## src/rtl/cfg_tlp_pkg.sv

```systemverilog
package cfg_tlp_pkg;
  localparam int DW = 32;

  typedef enum logic [1:0] {
    ST_IDLE = 2'd0,
    ST_SEND = 2'd1,
    ST_WAIT = 2'd2
  } eng_state_e;

  localparam logic [2:0] A_HDR0  = 3'd0;
  localparam logic [2:0] A_HDR1  = 3'd1;
  localparam logic [2:0] A_HDR2  = 3'd2;
  localparam logic [2:0] A_WDATA = 3'd3;
  localparam logic [2:0] A_CTRL  = 3'd4;
  localparam logic [2:0] A_RDATA = 3'd5;
  localparam logic [2:0] A_LIMIT = 3'd6;

  localparam logic [2:0] STAT_TMO     = 3'b111;
  localparam int         FMT_DATA_BIT = 30;
endpackage

```

## src/rtl/cfg_tlp_regs.sv

```systemverilog
module cfg_tlp_regs
  import cfg_tlp_pkg::*;
#(
  parameter int          LIM_W   = 32,
  parameter int unsigned LIM_RST = 5000000
) (
  input  logic             clk,
  input  logic             rst_n,
  input  logic             we_i,
  input  logic [2:0]       addr_i,
  input  logic [DW-1:0]    wdata_i,
  output logic [DW-1:0]    rdata_o,
  input  logic             busy_i,
  output logic             start_o,
  input  logic             done_i,
  input  logic [2:0]       done_status_i,
  input  logic             done_load_i,
  input  logic [DW-1:0]    done_rdata_i,
  output logic [DW-1:0]    hdr0_o,
  output logic [23:0]      hdr1_o,
  output logic [DW-1:0]    hdr2_o,
  output logic [DW-1:0]    wdat_o,
  output logic [LIM_W-1:0] limit_o
);
  logic [DW-1:0]    hdr0_q, hdr2_q, wdat_q, rdat_q, rdat_d;
  logic [23:0]      hdr1_q;
  logic [LIM_W-1:0] lim_q;
  logic [2:0]       stat_q, stat_d;
  logic             wr_ok;
  logic             hdr0_en, hdr1_en, hdr2_en, wdat_en, lim_en, stat_en, rdat_en;
  logic [DW-1:0]    lim_rd;

  generate
    if (LIM_W < DW) begin : g_lim_pad
      assign lim_rd = {{(DW-LIM_W){1'b0}}, lim_q};
    end else begin : g_lim_full
      assign lim_rd = lim_q[DW-1:0];
    end
  endgenerate

  always_comb begin
    wr_ok   = we_i && !busy_i;
    hdr0_en = wr_ok && (addr_i == A_HDR0);
    hdr1_en = wr_ok && (addr_i == A_HDR1);
    hdr2_en = wr_ok && (addr_i == A_HDR2);
    wdat_en = wr_ok && (addr_i == A_WDATA);
    lim_en  = wr_ok && (addr_i == A_LIMIT);
    start_o = wr_ok && (addr_i == A_CTRL) && wdata_i[0];
    stat_en = start_o || done_i;
    stat_d  = done_i ? done_status_i : 3'd0;
    rdat_en = done_i && done_load_i;
    rdat_d  = done_rdata_i;
  end

  always_ff @(posedge clk or negedge rst_n) begin
    if (!rst_n) begin
      hdr0_q <= '0;
      hdr1_q <= '0;
      hdr2_q <= '0;
      wdat_q <= '0;
      lim_q  <= LIM_W'(LIM_RST);
      stat_q <= '0;
      rdat_q <= '0;
    end else begin
      if (hdr0_en) hdr0_q <= wdata_i;
      if (hdr1_en) hdr1_q <= {wdata_i[31:16], wdata_i[7:0]};
      if (hdr2_en) hdr2_q <= wdata_i;
      if (wdat_en) wdat_q <= wdata_i;
      if (lim_en)  lim_q  <= wdata_i[LIM_W-1:0];
      if (stat_en) stat_q <= stat_d;
      if (rdat_en) rdat_q <= rdat_d;
    end
  end

  always_comb begin
    case (addr_i)
      A_HDR0:  rdata_o = hdr0_q;
      A_HDR1:  rdata_o = {hdr1_q[23:8], 8'h00, hdr1_q[7:0]};
      A_HDR2:  rdata_o = hdr2_q;
      A_WDATA: rdata_o = wdat_q;
      A_CTRL:  rdata_o = {24'h0, stat_q, 4'h0, busy_i};
      A_RDATA: rdata_o = rdat_q;
      A_LIMIT: rdata_o = lim_rd;
      default: rdata_o = '0;
    endcase
  end

  assign hdr0_o  = hdr0_q;
  assign hdr1_o  = hdr1_q;
  assign hdr2_o  = hdr2_q;
  assign wdat_o  = wdat_q;
  assign limit_o = lim_q;

  AST_HDR_FROZEN: assert property (@(posedge clk) disable iff (!rst_n)
    busy_i |=> $stable(hdr0_q) && $stable(hdr1_q) && $stable(hdr2_q) && $stable(wdat_q) && $stable(lim_q));
  AST_ERR_ONES: assert property (@(posedge clk) disable iff (!rst_n)
    (done_i && (done_status_i != 3'd0)) |=> (rdat_q == '1));
  AST_START_CLEARS: assert property (@(posedge clk) disable iff (!rst_n)
    start_o |=> (stat_q == 3'd0));
endmodule

```

## src/rtl/cfg_tlp_timer.sv

```systemverilog
module cfg_tlp_timer #(
  parameter int LIM_W = 32
) (
  input  logic             clk,
  input  logic             rst_n,
  input  logic             start_i,
  input  logic             busy_i,
  input  logic [LIM_W-1:0] limit_i,
  output logic             expire_o
);
  logic [LIM_W-1:0] cnt_q, cnt_d;
  logic             cnt_en;

  always_comb begin
    expire_o = busy_i && (cnt_q >= limit_i);
    cnt_en   = start_i || (busy_i && !expire_o);
    cnt_d    = start_i ? '0 : cnt_q + 1'b1;
  end

  always_ff @(posedge clk or negedge rst_n) begin
    if (!rst_n) begin
      cnt_q <= '0;
    end else if (cnt_en) begin
      cnt_q <= cnt_d;
    end
  end

  AST_CNT_BOUND: assert property (@(posedge clk) disable iff (!rst_n)
    busy_i |-> (cnt_q <= limit_i));
endmodule

```

## src/rtl/cfg_tlp_ctrl.sv

```systemverilog
module cfg_tlp_ctrl
  import cfg_tlp_pkg::*;
#(
  parameter int TAG_W = 8
) (
  input  logic          clk,
  input  logic          rst_n,
  input  logic          start_i,
  input  logic [DW-1:0] hdr0_i,
  input  logic [23:0]   hdr1_i,
  input  logic [DW-1:0] hdr2_i,
  input  logic [DW-1:0] wdat_i,
  input  logic          expire_i,
  output logic          busy_o,
  output logic          tx_valid_o,
  output logic [DW-1:0] tx_data_o,
  output logic          tx_last_o,
  input  logic          tx_ready_i,
  input  logic          cpl_valid_i,
  input  logic [7:0]    cpl_tag_i,
  input  logic [2:0]    cpl_status_i,
  input  logic [DW-1:0] cpl_data_i,
  output logic          done_o,
  output logic [2:0]    done_status_o,
  output logic          done_load_o,
  output logic [DW-1:0] done_rdata_o
);
  eng_state_e       state_q, state_d;
  logic [1:0]       beat_q, beat_d;
  logic [TAG_W-1:0] tag_q, tag_d;
  logic [7:0]       tag_field;
  logic             has_data, last_beat, cpl_hit, tag_en, beat_en;

  generate
    if (TAG_W < 8) begin : g_tag_pad
      assign tag_field = {{(8-TAG_W){1'b0}}, tag_q};
    end else begin : g_tag_full
      assign tag_field = tag_q;
    end
  endgenerate

  always_comb begin
    has_data   = hdr0_i[FMT_DATA_BIT];
    last_beat  = (beat_q == (has_data ? 2'd3 : 2'd2));
    cpl_hit    = cpl_valid_i && (cpl_tag_i == tag_field);
    busy_o     = (state_q != ST_IDLE);
    tx_valid_o = (state_q == ST_SEND);
    tx_last_o  = tx_valid_o && last_beat;
    case (beat_q)
      2'd0:    tx_data_o = hdr0_i;
      2'd1:    tx_data_o = {hdr1_i[23:8], tag_field, hdr1_i[7:0]};
      2'd2:    tx_data_o = hdr2_i;
      default: tx_data_o = wdat_i;
    endcase
  end

  always_comb begin
    state_d       = state_q;
    beat_d        = beat_q;
    tag_d         = tag_q + 1'b1;
    tag_en        = 1'b0;
    beat_en       = 1'b0;
    done_o        = 1'b0;
    done_status_o = STAT_TMO;
    done_rdata_o  = '1;
    done_load_o   = 1'b1;
    case (state_q)
      ST_IDLE: begin
        if (start_i) begin
          state_d = ST_SEND;
          beat_d  = 2'd0;
          beat_en = 1'b1;
          tag_en  = 1'b1;
        end
      end
      ST_SEND: begin
        if (expire_i) begin
          state_d = ST_IDLE;
          done_o  = 1'b1;
        end else if (tx_ready_i) begin
          beat_en = 1'b1;
          beat_d  = beat_q + 2'd1;
          if (last_beat) state_d = ST_WAIT;
        end
      end
      ST_WAIT: begin
        if (cpl_hit) begin
          state_d       = ST_IDLE;
          done_o        = 1'b1;
          done_status_o = cpl_status_i;
          done_rdata_o  = (cpl_status_i != 3'd0) ? '1 : cpl_data_i;
          done_load_o   = (cpl_status_i != 3'd0) || !has_data;
        end else if (expire_i) begin
          state_d = ST_IDLE;
          done_o  = 1'b1;
        end
      end
      default: state_d = ST_IDLE;
    endcase
  end

  always_ff @(posedge clk or negedge rst_n) begin
    if (!rst_n) begin
      state_q <= ST_IDLE;
      beat_q  <= '0;
      tag_q   <= '0;
    end else begin
      state_q <= state_d;
      if (beat_en) beat_q <= beat_d;
      if (tag_en)  tag_q  <= tag_d;
    end
  end

  AST_TX_HOLD: assert property (@(posedge clk) disable iff (!rst_n)
    (tx_valid_o && !tx_ready_i) |=> ((tx_valid_o && $stable(tx_data_o)) || (state_q == ST_IDLE)));
  AST_SINGLE_REQ: assert property (@(posedge clk) disable iff (!rst_n)
    start_i |-> (state_q == ST_IDLE));
  AST_TAG_HELD: assert property (@(posedge clk) disable iff (!rst_n)
    (state_q != ST_IDLE) |=> $stable(tag_q));
  AST_CPL_WINS: assert property (@(posedge clk) disable iff (!rst_n)
    ((state_q == ST_WAIT) && cpl_hit && expire_i) |-> (done_o && (done_status_o == cpl_status_i)));
endmodule

```

## src/rtl/cfg_tlp_engine.sv

```systemverilog
module cfg_tlp_engine
  import cfg_tlp_pkg::*;
#(
  parameter int          LIM_W   = 32,
  parameter int unsigned LIM_RST = 5000000,
  parameter int          TAG_W   = 8
) (
  input  logic        clk,
  input  logic        rst_n,
  input  logic        reg_we,
  input  logic [2:0]  reg_addr,
  input  logic [31:0] reg_wdata,
  output logic [31:0] reg_rdata,
  output logic        tx_valid,
  input  logic        tx_ready,
  output logic [31:0] tx_data,
  output logic        tx_last,
  input  logic        cpl_valid,
  input  logic [7:0]  cpl_tag,
  input  logic [2:0]  cpl_status,
  input  logic [31:0] cpl_data
);
  logic             busy, start, done, done_load, expire;
  logic [2:0]       done_status;
  logic [DW-1:0]    done_rdata, hdr0, hdr2, wdat;
  logic [23:0]      hdr1;
  logic [LIM_W-1:0] limit;

  cfg_tlp_regs #(.LIM_W(LIM_W), .LIM_RST(LIM_RST)) u_regs (
    .clk(clk), .rst_n(rst_n), .we_i(reg_we), .addr_i(reg_addr),
    .wdata_i(reg_wdata), .rdata_o(reg_rdata), .busy_i(busy), .start_o(start),
    .done_i(done), .done_status_i(done_status), .done_load_i(done_load),
    .done_rdata_i(done_rdata), .hdr0_o(hdr0), .hdr1_o(hdr1), .hdr2_o(hdr2),
    .wdat_o(wdat), .limit_o(limit)
  );

  cfg_tlp_timer #(.LIM_W(LIM_W)) u_timer (
    .clk(clk), .rst_n(rst_n), .start_i(start), .busy_i(busy),
    .limit_i(limit), .expire_o(expire)
  );

  cfg_tlp_ctrl #(.TAG_W(TAG_W)) u_ctrl (
    .clk(clk), .rst_n(rst_n), .start_i(start), .hdr0_i(hdr0), .hdr1_i(hdr1),
    .hdr2_i(hdr2), .wdat_i(wdat), .expire_i(expire), .busy_o(busy),
    .tx_valid_o(tx_valid), .tx_data_o(tx_data), .tx_last_o(tx_last),
    .tx_ready_i(tx_ready), .cpl_valid_i(cpl_valid), .cpl_tag_i(cpl_tag),
    .cpl_status_i(cpl_status), .cpl_data_i(cpl_data), .done_o(done),
    .done_status_o(done_status), .done_load_o(done_load), .done_rdata_o(done_rdata)
  );
endmodule

```

## config.mk

```make
export PLATFORM = sky130hd
export DESIGN_NAME = cfg_tlp_engine
export DESIGN_NICKNAME = d
export VERILOG_FILES = /design/src/rtl/cfg_tlp_pkg.sv /design/src/rtl/cfg_tlp_regs.sv /design/src/rtl/cfg_tlp_timer.sv /design/src/rtl/cfg_tlp_ctrl.sv /design/src/rtl/cfg_tlp_engine.sv
export SDC_FILE = /design/constraint.sdc
export NUM_CORES = 1
export LEC_CHECK = 0
export ABC_AREA = 1
export CAP_MARGIN = 20
export CELL_PAD_IN_SITES_DETAIL_PLACEMENT = 0
export CELL_PAD_IN_SITES_GLOBAL_PLACEMENT = 2
export CORE_AREA = 4 4 196 198
export CTS_CLUSTER_DIAMETER = 30
export CTS_CLUSTER_SIZE = 20
export DETAILED_ROUTE_END_ITERATION = 10
export DIE_AREA = 0 0 200 202
export PLACE_DENSITY_LB_ADDON = 0.12
export SLEW_MARGIN = 10
export SYNTH_ARGS = -nofsm -noshare
export SYNTH_HDL_FRONTEND = slang
export SYNTH_SLANG_ARGS = --single-unit
```

## constraint.sdc

```tcl
create_clock -name clk -period 3.49 [get_ports clk]
set_clock_uncertainty 0.15 [all_clocks]
set_input_delay 0.5235 -clock clk [delete_from_list [all_inputs] [get_ports clk]]
set_output_delay 0.5235 -clock clk [all_outputs]
set_load 0.02 [all_outputs]
```

==> summary.txt, run 1 <==
STA
  • Worst Max-Slew Pin Slew: 0.956 ns
  • Tcrit/Tclk final: between 90% and 100%
  • Pins Over Slew Limit: 0
  • Slew headroom: 36.3%
  • Min cycle time layout: 3.38 ns
  • Sum Neg Setup Slack: 0 ns
  • Final setup viols: 0
  • Final hold violations: 0
  • Hold Slack: 0.315 ns
  • Setup WS post-layout: 0.112 ns
  • RSZ-0062 raised after global routing: false
  • Fmax: 296 MHz

Setup path
  • Type of the worst setup path: flip-flop to primary output
  • Worst setup SP type: flip-flop
  • Crit end category: primary output
  • CP required: ~2.8 ns
  • CP Cell Sequence: inv_1, ha_1, buf_4, a22o_1, a21oi_1, o21ai_1, clkdlybuf4s50_1
  • WP data arrival: 2.70 ns
  • Critical path's largest stage delay: 0.65 ns
  • Worst-path maximum fanout: 15
  • WP buf/inv: 3
  • Crit path max-delay cell type: clkdlybuf4s50_1
  • Delay-heaviest family, CP: buffers and inverters

Placement
  • RePlAce Congestion: 0.901
  • IO Port Bufs: about 150
  • Post-DP Area: 15300 um2
  • Placed insts: 2272
  • Dpl hpwl: about 36 mm
  • Pre-CTS setup slack: -0.0379 ns

Yosys
  • Synth Area in Compound Gates: 16.9%
  • Top cell type's share of synthesized area: 42.6%
  • Post-synthesis async set-or-reset flop share: 100%
  • Synth Area in Simple Gates: 23.8%
  • Yosys Warn Count: 0
  • Largest family of logic cells by synthesized area: simple AND/OR/NAND/NOR gates
  • Post-synthesis sequential area ratio: 44.2%
  • Adder-cell share of the synthesized area: under 10%
  • Most frequent cell after synthesis: nand2_1
  • Post-synthesis mux area share: 0%
  • Synthesized area per cell: 7.69 um2
  • Synth Register Bits: 231
  • Synth area leader: dfrtp_1
  • Synth Area in XOR/XNOR: 2.48%
  • Netlist cell types: 43
  • Cells after Synth: roughly 1.7k
  • Primary FF master, synth: dfrtp_1
  • Post-synth EDFFs: 0
  • Syn nets: between 1.5k and 2k
  • Commonest cells post-synth: nand2_1 (426), dfrtp_1 (223), o21ai_0 (204)
  • Mapped Area: 13100 um2
  • Area contributors post-synth: dfrtp_1 (43%), nand2_1 (12%), o21ai_0 (7.8%)

Power
  • Reg power frac: 29.1%
  • Net switching fraction of the power: 36.5%
  • Pwr Density: 978 nW/um2
  • Logic pwr share: 32.1%
  • Clock network power share: 38.8%
  • NetSw: 6.44 mW
  • Tot Pwr: between 15 and 20 mW
  • Int Pwr: about 11 mW
  • Peak VDD IR: 0.000382 V
  • Leakage power: 8.52 nW

Layout
  • Final cell count without fillers: 2407
  • Fillcell total: 3584
  • # diodes: 0
  • Fin util: roughly half
  • P&R area growth vs syn: 37.5%
  • Post-route design area: 18000 um2
  • Post-layout net count: about 2k
  • Ratio of cells with drive above 1 in the final layout: 11.7%

Floorplan
  • Num rows: 70
  • Starting Density: a little over a third
  • Die Ht: 202 um
  • Die X: 200 um
  • Core area: 36500 um2
  • Ports: 149
  • Die Area: 40400 um2

Clocking
  • H-tree Lvls: 3
  • Total CTS buffers: 71
  • Skew-Pair Late Insertion Delay: 0.56 ns
  • CTS Sinks: ~230
  • Clk slew on worst S/H paths: 0.04 ns
  • CTS tree: yes
  • Clock root buffer: clkbuf_16
  • Clk buf depth: 3

Global routing
  • GRT Util Overall: around 25%
  • Initial antenna violation count: 0
  • Largest net degree at the start of global routing: 91
  • Global route total overflow: 0
  • Vias in the first global route: 12.6k
  • First-pass GRT wire length: 76.8 mm

Route
  • DRT Pass-1 Iters: 6
  • WL final: 50.2 mm
  • Via count: 12.6k
  • Wire length per cell: roughly 21 um
  • Via-to-Cell Ratio: approximately 5.3
  • # DRC: 0
  • DRT iter0 DRCs: 1037
  • Antenna-violating nets left: 0

Run
  • MaxCap Viol Count: 0

Hold path
  • Min-delay worst type: flip-flop to flip-flop

Outcome
  • Outcome: completed
## registers in the layout, indices dropped and copies added (netlist names), 3 cells and up
| signal | cells |
|---|---|
| u_regs.wdat_o | 32 |
| u_regs.limit_o | 32 |
| u_regs.hdr1_o | 24 |
| u_regs.hdr2_o | 32 |
| u_regs.stat_q | 3 |
| u_timer.cnt_q | 32 |
| u_regs.rdat_q | 32 |
| u_regs.hdr0_o | 32 |
| u_ctrl.tag_field | 8 |
## cells in the final DEF (no fill, tap or decap), types with 4 or more instances in the layout
cell and n:
a21oi_1 80, a22o_1 7, inv_1 182, xnor2_1 12, ha_1 40, xor2_1 25
o22ai_1 54, buf_4 47, a32oi_1 4, dlymetal6s2s_1 28, bufinv_16 13, clkinv_2 14
nor3_1 22, clkbuf_1 12, buf_12 11, a221oi_1 10, dfstp_2 8, inv_2 4
o31ai_1 16, nand4_1 88, nand3_1 41, o21ai_0 201, o221ai_1 4, clkbuf_16 75
nand2_1 423, clkbuf_8 8, nor2_1 96, nand3_2 4, o211ai_1 6, dfrtp_1 223
clkinvlp_4 5, clkdlybuf4s50_1 117, nand2_2 15
## cell type report
class                           count  area, um2  share of cell area [%]
Tap cell                          468        586                    3.25
Sequential cell                   231       5790                    32.2
Clock buffer                       95       2030                    11.3
Inverter                          189        717                    3.98
Clock inverter                     35        527                    2.93
Multi-Input combinational cell   1181       6200                    34.5
Timing Repair Buffer              208       2150                    11.9
## final timing paths
kind | cells after the start | endpoint | start | slack [ns]
hold / removal | 1 | u_ctrl.tag_field[7]$_DFFE_PN0P_ | u_ctrl.tag_field[7]$_DFFE_PN0P_ | 0.32
max in group asynchronous | 3 | u_regs.limit_o[22]$_DFFE_PN1P_ | rst_n | 1.84
min in group asynchronous | 2 | u_regs.hdr1_o[3]$_DFFE_PN0P_ | rst_n | 0.48
hold reg to reg | 1 | u_ctrl.tag_field[7]$_DFFE_PN0P_ | u_ctrl.tag_field[7]$_DFFE_PN0P_ | 0.32
setup reg to reg | 15 | u_regs.rdat_q[0]$_DFFE_PN0P_ | u_regs.limit_o[14]$_DFFE_PN1P_ | 0.65
setup / recovery | 7 | tx_data[30] | u_ctrl.beat_q[0]$_DFFE_PN0P_ | 0.11
## cells by family after synthesis
group | Yosys count
and+or+nand+nor | 709
AOI/OAI and AO/OA | 394
buffers and inverters | 291
adders and majority gates | 41
xor gates and xnor gates | 37
DFF | 231
## layer usage
layer / global-route usage, % / vias to the layer above / share of wire [%]
met5: 0 / - / 0
met4: 9.39 / 0 / 3.7
met3: 4.45 / 97 / 5.5
met2: 39.4 / 413 / 46
met1: 33.5 / 6030 / 45
li1: - / 6102 / -
## power groups by stage
stage	clock network, mW	registers, mW	logic [mW]
finish	6.84	5.12	5.66
global route	7.12	5.27	6.31
CTS	6.93	5.09	5.77
detailed placement	0	5.11	5.72
global placement	0	5.10	5.64
floorplan	0	4.70	3.48
## timing repair
item / in CTS / in global routing
setup buffers: 4 / 0
hold buffers: 1 / 0
setup endpoints to repair: 20 / 31
resized for setup: 6 / 31
endpoints found under the hold margin: 82 / 0
(Power assumes the default switching activity.)
==> inputs of run 2 (changes only) <==
CAP_MARGIN = default   (was 20)
PLACE_DENSITY = 0.92   (was default)
PLACE_DENSITY_LB_ADDON = default   (was 0.12)
==> summary.txt, run 2 (synthesized netlist as in run 1, its figures left out) <==
Layout
  • Post-layout net count: 1985 (was 2006)
  • Area of the multi-input gates: 6200 um2 (unchanged)
  • P&R area growth vs syn: 32.7% (was 37.5%)
  • # diodes: 0 (unchanged)
  • Register area: 5790 um2 (unchanged)
  • Most frequent cells in the layout: nand2_1 (423), dfrtp_1 (223), o21ai_0 (201), inv_1 (183), clkdlybuf4s50_1 (118) (was nand2_1 (423), dfrtp_1 (223), o21ai_0 (201), inv_1 (182), clkdlybuf4s50_1 (117))
  • Fillcell total: 3575 (was 3584)
  • Most common cell after layout, fill and taps aside: nand2_1 (unchanged)
  • Ratio of cells with drive above 1 in the final layout: 10.6% (was 11.7%)

Placement
  • RePlAce Congestion: 0.877 (was 0.901)
  • Pre-CTS setup slack: 0.0873 ns (was -0.0379 ns)
  • IO Port Bufs: 148 (unchanged)
  • Dpl hpwl: 33.6 mm (was 36.1 mm)

Hold path
  • Min-delay worst type: input port to async pin (was flip-flop to flip-flop)

STA
  • Final hold violations: 0 (unchanged)
  • Worst Max-Slew Pin Slew: 0.879 ns (was 0.956 ns)
  • Hold Slack: 0.306 ns (was 0.315 ns)
  • Fmax: 294 MHz (was 296 MHz)
  • Slew headroom: 41.4% (was 36.3%)
  • Final setup viols: 0 (unchanged)
  • RSZ-0062 raised after global routing: false (unchanged)
  • Tcrit/Tclk final: 97.6% (was 96.8%)
  • Setup WS post-layout: 0.0851 ns (was 0.112 ns)
  • Min cycle time layout: 3.40 ns (was 3.38 ns)
  • Pins Over Slew Limit: 0 (unchanged)

Setup path
  • Internal reg-to-reg setup slack: 0.57 ns (was 0.65 ns)
  • Worst setup SP type: input port (was flip-flop)
  • Type of the worst setup path: input port to primary output (was flip-flop to primary output)
  • CP required: 2.82 ns (about the same)
  • Worst-path maximum fanout: 16 (was 15)
  • WP data arrival: 2.73 ns (was 2.70 ns)
  • Crit end category: primary output (unchanged)

Global routing
  • Vias in the first global route: 12.6k (about the same)
  • Initial antenna violation count: 1 (was 0)
  • GRT Util Overall: 23.1% (was 24.7%)
  • Largest net degree at the start of global routing: 80 (was 91)
  • Global route total overflow: 0 (unchanged)
  • First-pass GRT wire length: 73.5 mm (was 76.8 mm)

Clocking
  • Total CTS buffers: 58 (was 71)
  • Clk buf depth: 3 (unchanged)
  • H-tree Lvls: 2 (was 3)
  • CTS tree: yes (unchanged)
  • Clock root buffer: clkbuf_16 (unchanged)
  • Skew-Pair Late Insertion Delay: 0.59 ns (was 0.56 ns)
  • Clk slew on worst S/H paths: 0.05 ns (was 0.04 ns)
  • CTS Sinks: 231 (unchanged)

Outcome
  • Outcome: completed (unchanged)

Power
  • Pwr Density: 924 nW/um2 (was 978 nW/um2)
  • Tot Pwr: 16.0 mW (was 17.6 mW)
  • Peak VDD IR: 0.000451 V (was 0.000382 V)
  • Leakage power: 8.10 nW (was 8.52 nW)

Floorplan
  • Core area: 36500 um2 (unchanged)
  • Die Area: 40400 um2 (unchanged)
  • Ports: 149 (unchanged)
  • Starting Density: 35.8% (unchanged)
  • Die Ht: 202 um (unchanged)
  • Die X: 200 um (unchanged)
  • Num rows: 70 (unchanged)

Run
  • MaxCap Viol Count: 0 (unchanged)

Route
  • DRT iter0 DRCs: 1115 (was 1037)
  • WL final: 47.1 mm (was 50.2 mm)
  • Antenna-violating nets left: 0 (unchanged)
  • Via count: 12.7k (was 12.6k)
  • DRT Pass-1 Iters: 5 (was 6)
  • Via-to-Cell Ratio: 5.33 (was 5.25)
  • Wire length per cell: 19.8 um (was 20.9 um)
  • # DRC: 0 (unchanged)
==> run 2: changes by cell type in the layout (fill, tap and decap cells not counted), moves of 6 or more <==
cell,change
clkinvlp_4,+7
clkinv_2,-6
bufinv_16,-8
dlygate4sd2_1,+7
dlymetal6s2s_1,-9
clkbuf_16,-16
buf_4,-8
==> run 2: cell type report <==
type,count,share of cell area (%)
flip-flops and latches,231,33.3
repair buffers,200,11.8
well taps,468,3.37
multi-input cells,1181,35.7
clock buffers,75,9.36
inverters,189,4.11
clock inverters,35,2.31
==> run 2: final timing paths <==
path                                               start                         endpoint  cells after the start
setup / recovery                             reg_addr[2]                    reg_rdata[20]                      8
min in group clk           u_regs.rdat_q[19]$_DFFE_PN0P_    u_regs.rdat_q[19]$_DFFE_PN0P_                      2
hold / removal                                     rst_n  u_ctrl.tag_field[3]$_DFFE_PN0P_                      2
max in group asynchronous                          rst_n    u_timer.cnt_q[26]$_DFFE_PN0P_                      3
hold reg to reg            u_regs.rdat_q[19]$_DFFE_PN0P_    u_regs.rdat_q[19]$_DFFE_PN0P_                      2
setup reg to reg           u_regs.limit_o[9]$_DFFE_PN1P_    u_regs.rdat_q[26]$_DFFE_PN0P_                     15
==> run 2: routing by layer <==
layer | GRT usage [%] | part of all wire, % | routed length, um | vias up
met2 | 35.6 | 45 | 21100 | 501
met5 | 0 | 0.028 | 13 | -
met3 | 3.52 | 6.4 | 3000 | 111
li1 | - | - | - | 6049
met4 | 8.27 | 3.5 | 1660 | 2
met1 | 33.0 | 45 | 21300 | 6007
==> run 2: metrics by stage <==
step / util [%] / setup TNS (ns) / std cells / instance area (um2)
2_1_floorplan: - / 0 / 1703 / 13100
3_3_place_gp: 41.7 / 0 / 2266 / 15200
3_5_place_dp: 41.7 / 0 / 2266 / 15200
4_1_cts: 47.3 / -0.241 / 2377 / 17300
5_1_grt: 47.6 / 0 / 2379 / 17400
6_report: 47.6 / 0 / 2379 / 17400
==> run 2: where the power goes <==
part	internal, mW	switching, mW	leakage, nW
clock	3.67	1.76	0.964
sequential	4.00	1.10	2.90
combinational	2.12	3.40	4.24
total	9.78	6.26	8.10
==> run 2: what timing repair did <==
| action | in CTS | in global routing |
|---|---|---|
| hold endpoints to repair | 45 | 0 |
| setup buffers | 0 | 2 |
| gates resized for setup | 12 | 25 |
| pin swaps | 0 | 0 |
| endpoints found under the setup margin | 17 | 27 |
| hold buffers | 1 | 0 |
==> run 2: critical path, cell delays in order <==
cell,delay [ns]
clkdlybuf4s50_1,0.52
buf_4,0.20
nor3_4,0.22
buf_12,0.20
buf_4,0.25
a21oi_1,0.10
nand4_1,0.10
clkdlybuf4s50_1,0.62
==> inputs of run 3 (changes only) <==
CORE_AREA = 4 4 205 207   (was 4 4 196 198)
DIE_AREA = 0 0 209 211   (was 0 0 200 202)
PLACE_DENSITY = 0.85   (was 0.92)
TNS_END_PERCENT = 50   (was default)
clock period = 3.55 ns   (was 3.49 ns; I/O delays follow)
==> summary.txt, run 3 (synthesized netlist as in run 1, its figures left out) <==
Placement
  • Placed insts: 2331 (was 2266)
  • RePlAce Congestion: 0.880 (was 0.877)
  • Dpl hpwl: 33.8 mm (was 33.6 mm)
  • IO Port Bufs: 148 (unchanged)

Setup path
  • Type of the worst setup path: flip-flop to primary output (was input port to primary output)
  • Setup crit start: u_ctrl.beat_q[0]$_DFFE_PN0P_ (was reg_addr[2])
  • Crit end category: primary output (unchanged)
  • WP data arrival: 2.76 ns (was 2.73 ns)
  • Worst reg2reg path startpoint: u_regs.limit_o[14]$_DFFE_PN1P_ (was u_regs.limit_o[9]$_DFFE_PN1P_)
  • CP Cell Sequence: inv_1, ha_1, buf_4, a22o_1, a21oi_1, o21ai_1, clkdlybuf4s50_1 (was clkdlybuf4s50_1, buf_4, nor3_4, buf_12, buf_4, a21oi_1, nand4_1, clkdlybuf4s50_1)
  • Critical path's largest stage delay: 0.67 ns (was 0.62 ns)
  • Worst-path maximum fanout: 15 (was 16)
  • CP required: 2.87 ns (was 2.82 ns)
  • Worst setup SP type: flip-flop (was input port)
  • Crit path max-delay cell type: clkdlybuf4s50_1 (unchanged)

Global routing
  • Global route total overflow: 0 (unchanged)
  • GRT Util Overall: 21.1% (was 23.1%)
  • Vias in the first global route: 12.5k (was 12.6k)
  • First-pass GRT wire length: 73.9 mm (was 73.5 mm)
  • Initial antenna violation count: 1 (unchanged)
  • Largest net degree at the start of global routing: 104 (was 80)

Layout
  • Ratio of cells with drive above 1 in the final layout: 10.5% (was 10.6%)
  • Post-layout net count: 1987 (was 1985)
  • # diodes: 0 (unchanged)
  • Most common cell after layout, fill and taps aside: nand2_1 (unchanged)
  • Fin util: 43.1% (was 47.6%)
  • P&R area growth vs syn: 33.0% (was 32.7%)
  • Most frequent cells in the layout: nand2_1 (423), dfrtp_1 (223), o21ai_0 (199), inv_1 (183), clkdlybuf4s50_1 (133) (was nand2_1 (423), dfrtp_1 (223), o21ai_0 (201), inv_1 (183), clkdlybuf4s50_1 (118))
  • Final cell count without fillers: 2441 (was 2379)

Clocking
  • H-tree Lvls: 2 (unchanged)
  • Clock root buffer: clkbuf_16 (unchanged)
  • Clk buf depth: 3 (unchanged)
  • Skew-Pair Late Insertion Delay: 0.57 ns (was 0.59 ns)
  • CTS Sinks: 231 (unchanged)
  • CTS tree: yes (unchanged)
  • Clk slew on worst S/H paths: 0.04 ns (was 0.05 ns)
  • Total CTS buffers: 58 (unchanged)

Power
  • Int Pwr: 9.91 mW (was 9.78 mW)
  • Leakage power: 8.01 nW (was 8.10 nW)
  • Clock network power share: 34.0% (was 33.8%)
  • Net switching fraction of the power: 37.5% (was 39.0%)
  • Tot Pwr: 15.8 mW (was 16.0 mW)
  • Logic pwr share: 34.5% (was 34.4%)
  • NetSw: 5.94 mW (was 6.26 mW)
  • Reg power frac: 31.5% (was 31.8%)
  • Peak VDD IR: 0.000335 V (was 0.000451 V)
  • Pwr Density: 910 nW/um2 (was 924 nW/um2)

Floorplan
  • Ports: 149 (unchanged)
  • Die X: 209 um (was 200 um)
  • Die Area: 44100 um2 (was 40400 um2)
  • Starting Density: 32.4% (was 35.8%)
  • Num rows: 74 (was 70)
  • Core area: 40400 um2 (was 36500 um2)
  • Die Ht: 211 um (was 202 um)

STA
  • Fmax: between 200 and 300 MHz
  • RSZ-0062 raised after global routing: false (unchanged)
  • Final setup viols: 0 (unchanged)
  • Min cycle time layout: 3.44 ns
  • Hold Slack: 0.320 ns (was 0.306 ns)
  • Worst Max-Slew Pin Slew: 0.883 ns (was 0.879 ns)
  • Pins Over Slew Limit: 0 (unchanged)
  • Tcrit/Tclk final: 96.9%
  • Final hold violations: 0 (unchanged)
  • Slew headroom: 41.2% (was 41.4%)
  • Sum Neg Setup Slack: 0 ns (unchanged)

Route
  • Via-to-Cell Ratio: 5.14 (was 5.33)
  • Antenna-violating nets left: 0 (unchanged)
  • Wire length per cell: 19.3 um (was 19.8 um)
  • Via count: 12.5k (was 12.7k)
  • DRT iter0 DRCs: 1107 (was 1115)
  • DRT Pass-1 Iters: 8 (was 5)
  • # DRC: 0 (unchanged)
  • WL final: 47.1 mm (about the same)

Hold path
  • Hold Path Origin: u_regs.rdat_q[14]$_DFFE_PN0P_
  • Min-delay worst type: flip-flop to flip-flop (was input port to async pin)

Run
  • MaxCap Viol Count: 0 (unchanged)

Outcome
  • Outcome: completed (unchanged)
run 3: changes by cell type in the layout (fill, tap and decap cells not counted), sizes merged, moves of 4 or more:
cell | before | now
clkbuf | 75 | 81
clkinvlp | 12 | 2
dlymetal6s2s | 19 | 12
inv | 192 | 188
dlygate4sd2 | 9 | 1
clkdlybuf4s50 | 118 | 133
run 3: final cells by class:
| class | instances | area (um2) |
|---|---|---|
| fillers | 4130 | 23000 |
| multi-input cells | 1181 | 6200 |
| flip-flops and latches | 231 | 5790 |
| repair buffers | 202 | 2020 |
| clock buffers | 81 | 1690 |
| inverters | 189 | 713 |
| well taps | 532 | 666 |
| clock inverters | 25 | 332 |
run 3: power groups by stage:
stage          sequential (mW)  combinational, mW  clock (mW)
3_5_place_dp              4.99               5.49           0
5_1_grt                   5.15               6.13        5.61
3_3_place_gp              4.97               5.37           0
4_1_cts                   4.97               5.55        5.47
6_report                  4.99               5.47        5.39
2_1_floorplan             4.62               3.42           0
run 3: metal layers:
layer	up-vias	track usage [%]	share of wire [%]
li1	6048	-	-
met5	-	0	0
met4	0	6.08	2.3
met3	68	3.55	6.8
met2	445	33.4	45
met1	5974	30.1	46
run 3: timing repair:
action                                  in CTS  in global routing
endpoints found under the hold margin       94                  0
buffers inserted                             3                  0
endpoints found under the setup margin      18                 15
resized for setup                            5                 16
hold buffers                                 1                  0
run 3: final timing paths:
path                            slack [ns]                            end  depth (start not counted)
worst max-delay path                  0.11                    tx_data[17]                          7
worst min-delay path                  0.32  u_regs.rdat_q[14]$_DFFE_PN0P_                          2
worst max register to register        0.63  u_regs.rdat_q[17]$_DFFE_PN0P_                         15
worst min register to register        0.32  u_regs.rdat_q[14]$_DFFE_PN0P_                          2
max in group asynchronous             1.92  u_regs.hdr0_o[19]$_DFFE_PN0P_                          3
min in group asynchronous             0.46  u_regs.hdr2_o[23]$_DFFE_PN0P_                          2
run 3: critical path: cells and delay by family (launching register included):
kind | cells | cell delay (ns)
flops | 1 | 0.46
buf+inv | 3 | 1.09
compound gates | 3 | 0.48
fa+ha+maj | 1 | 0.18
run 3: through the flow:
step | setup WS, ns | area (um2)
6_report | 0.110 | 17400
3_3_place_gp | 0.160 | 15300
4_1_cts | -0.0201 | 17400
2_1_floorplan | 0.903 | 13100
3_5_place_dp | 0.145 | 15300
5_1_grt | 0.00112 | 17400
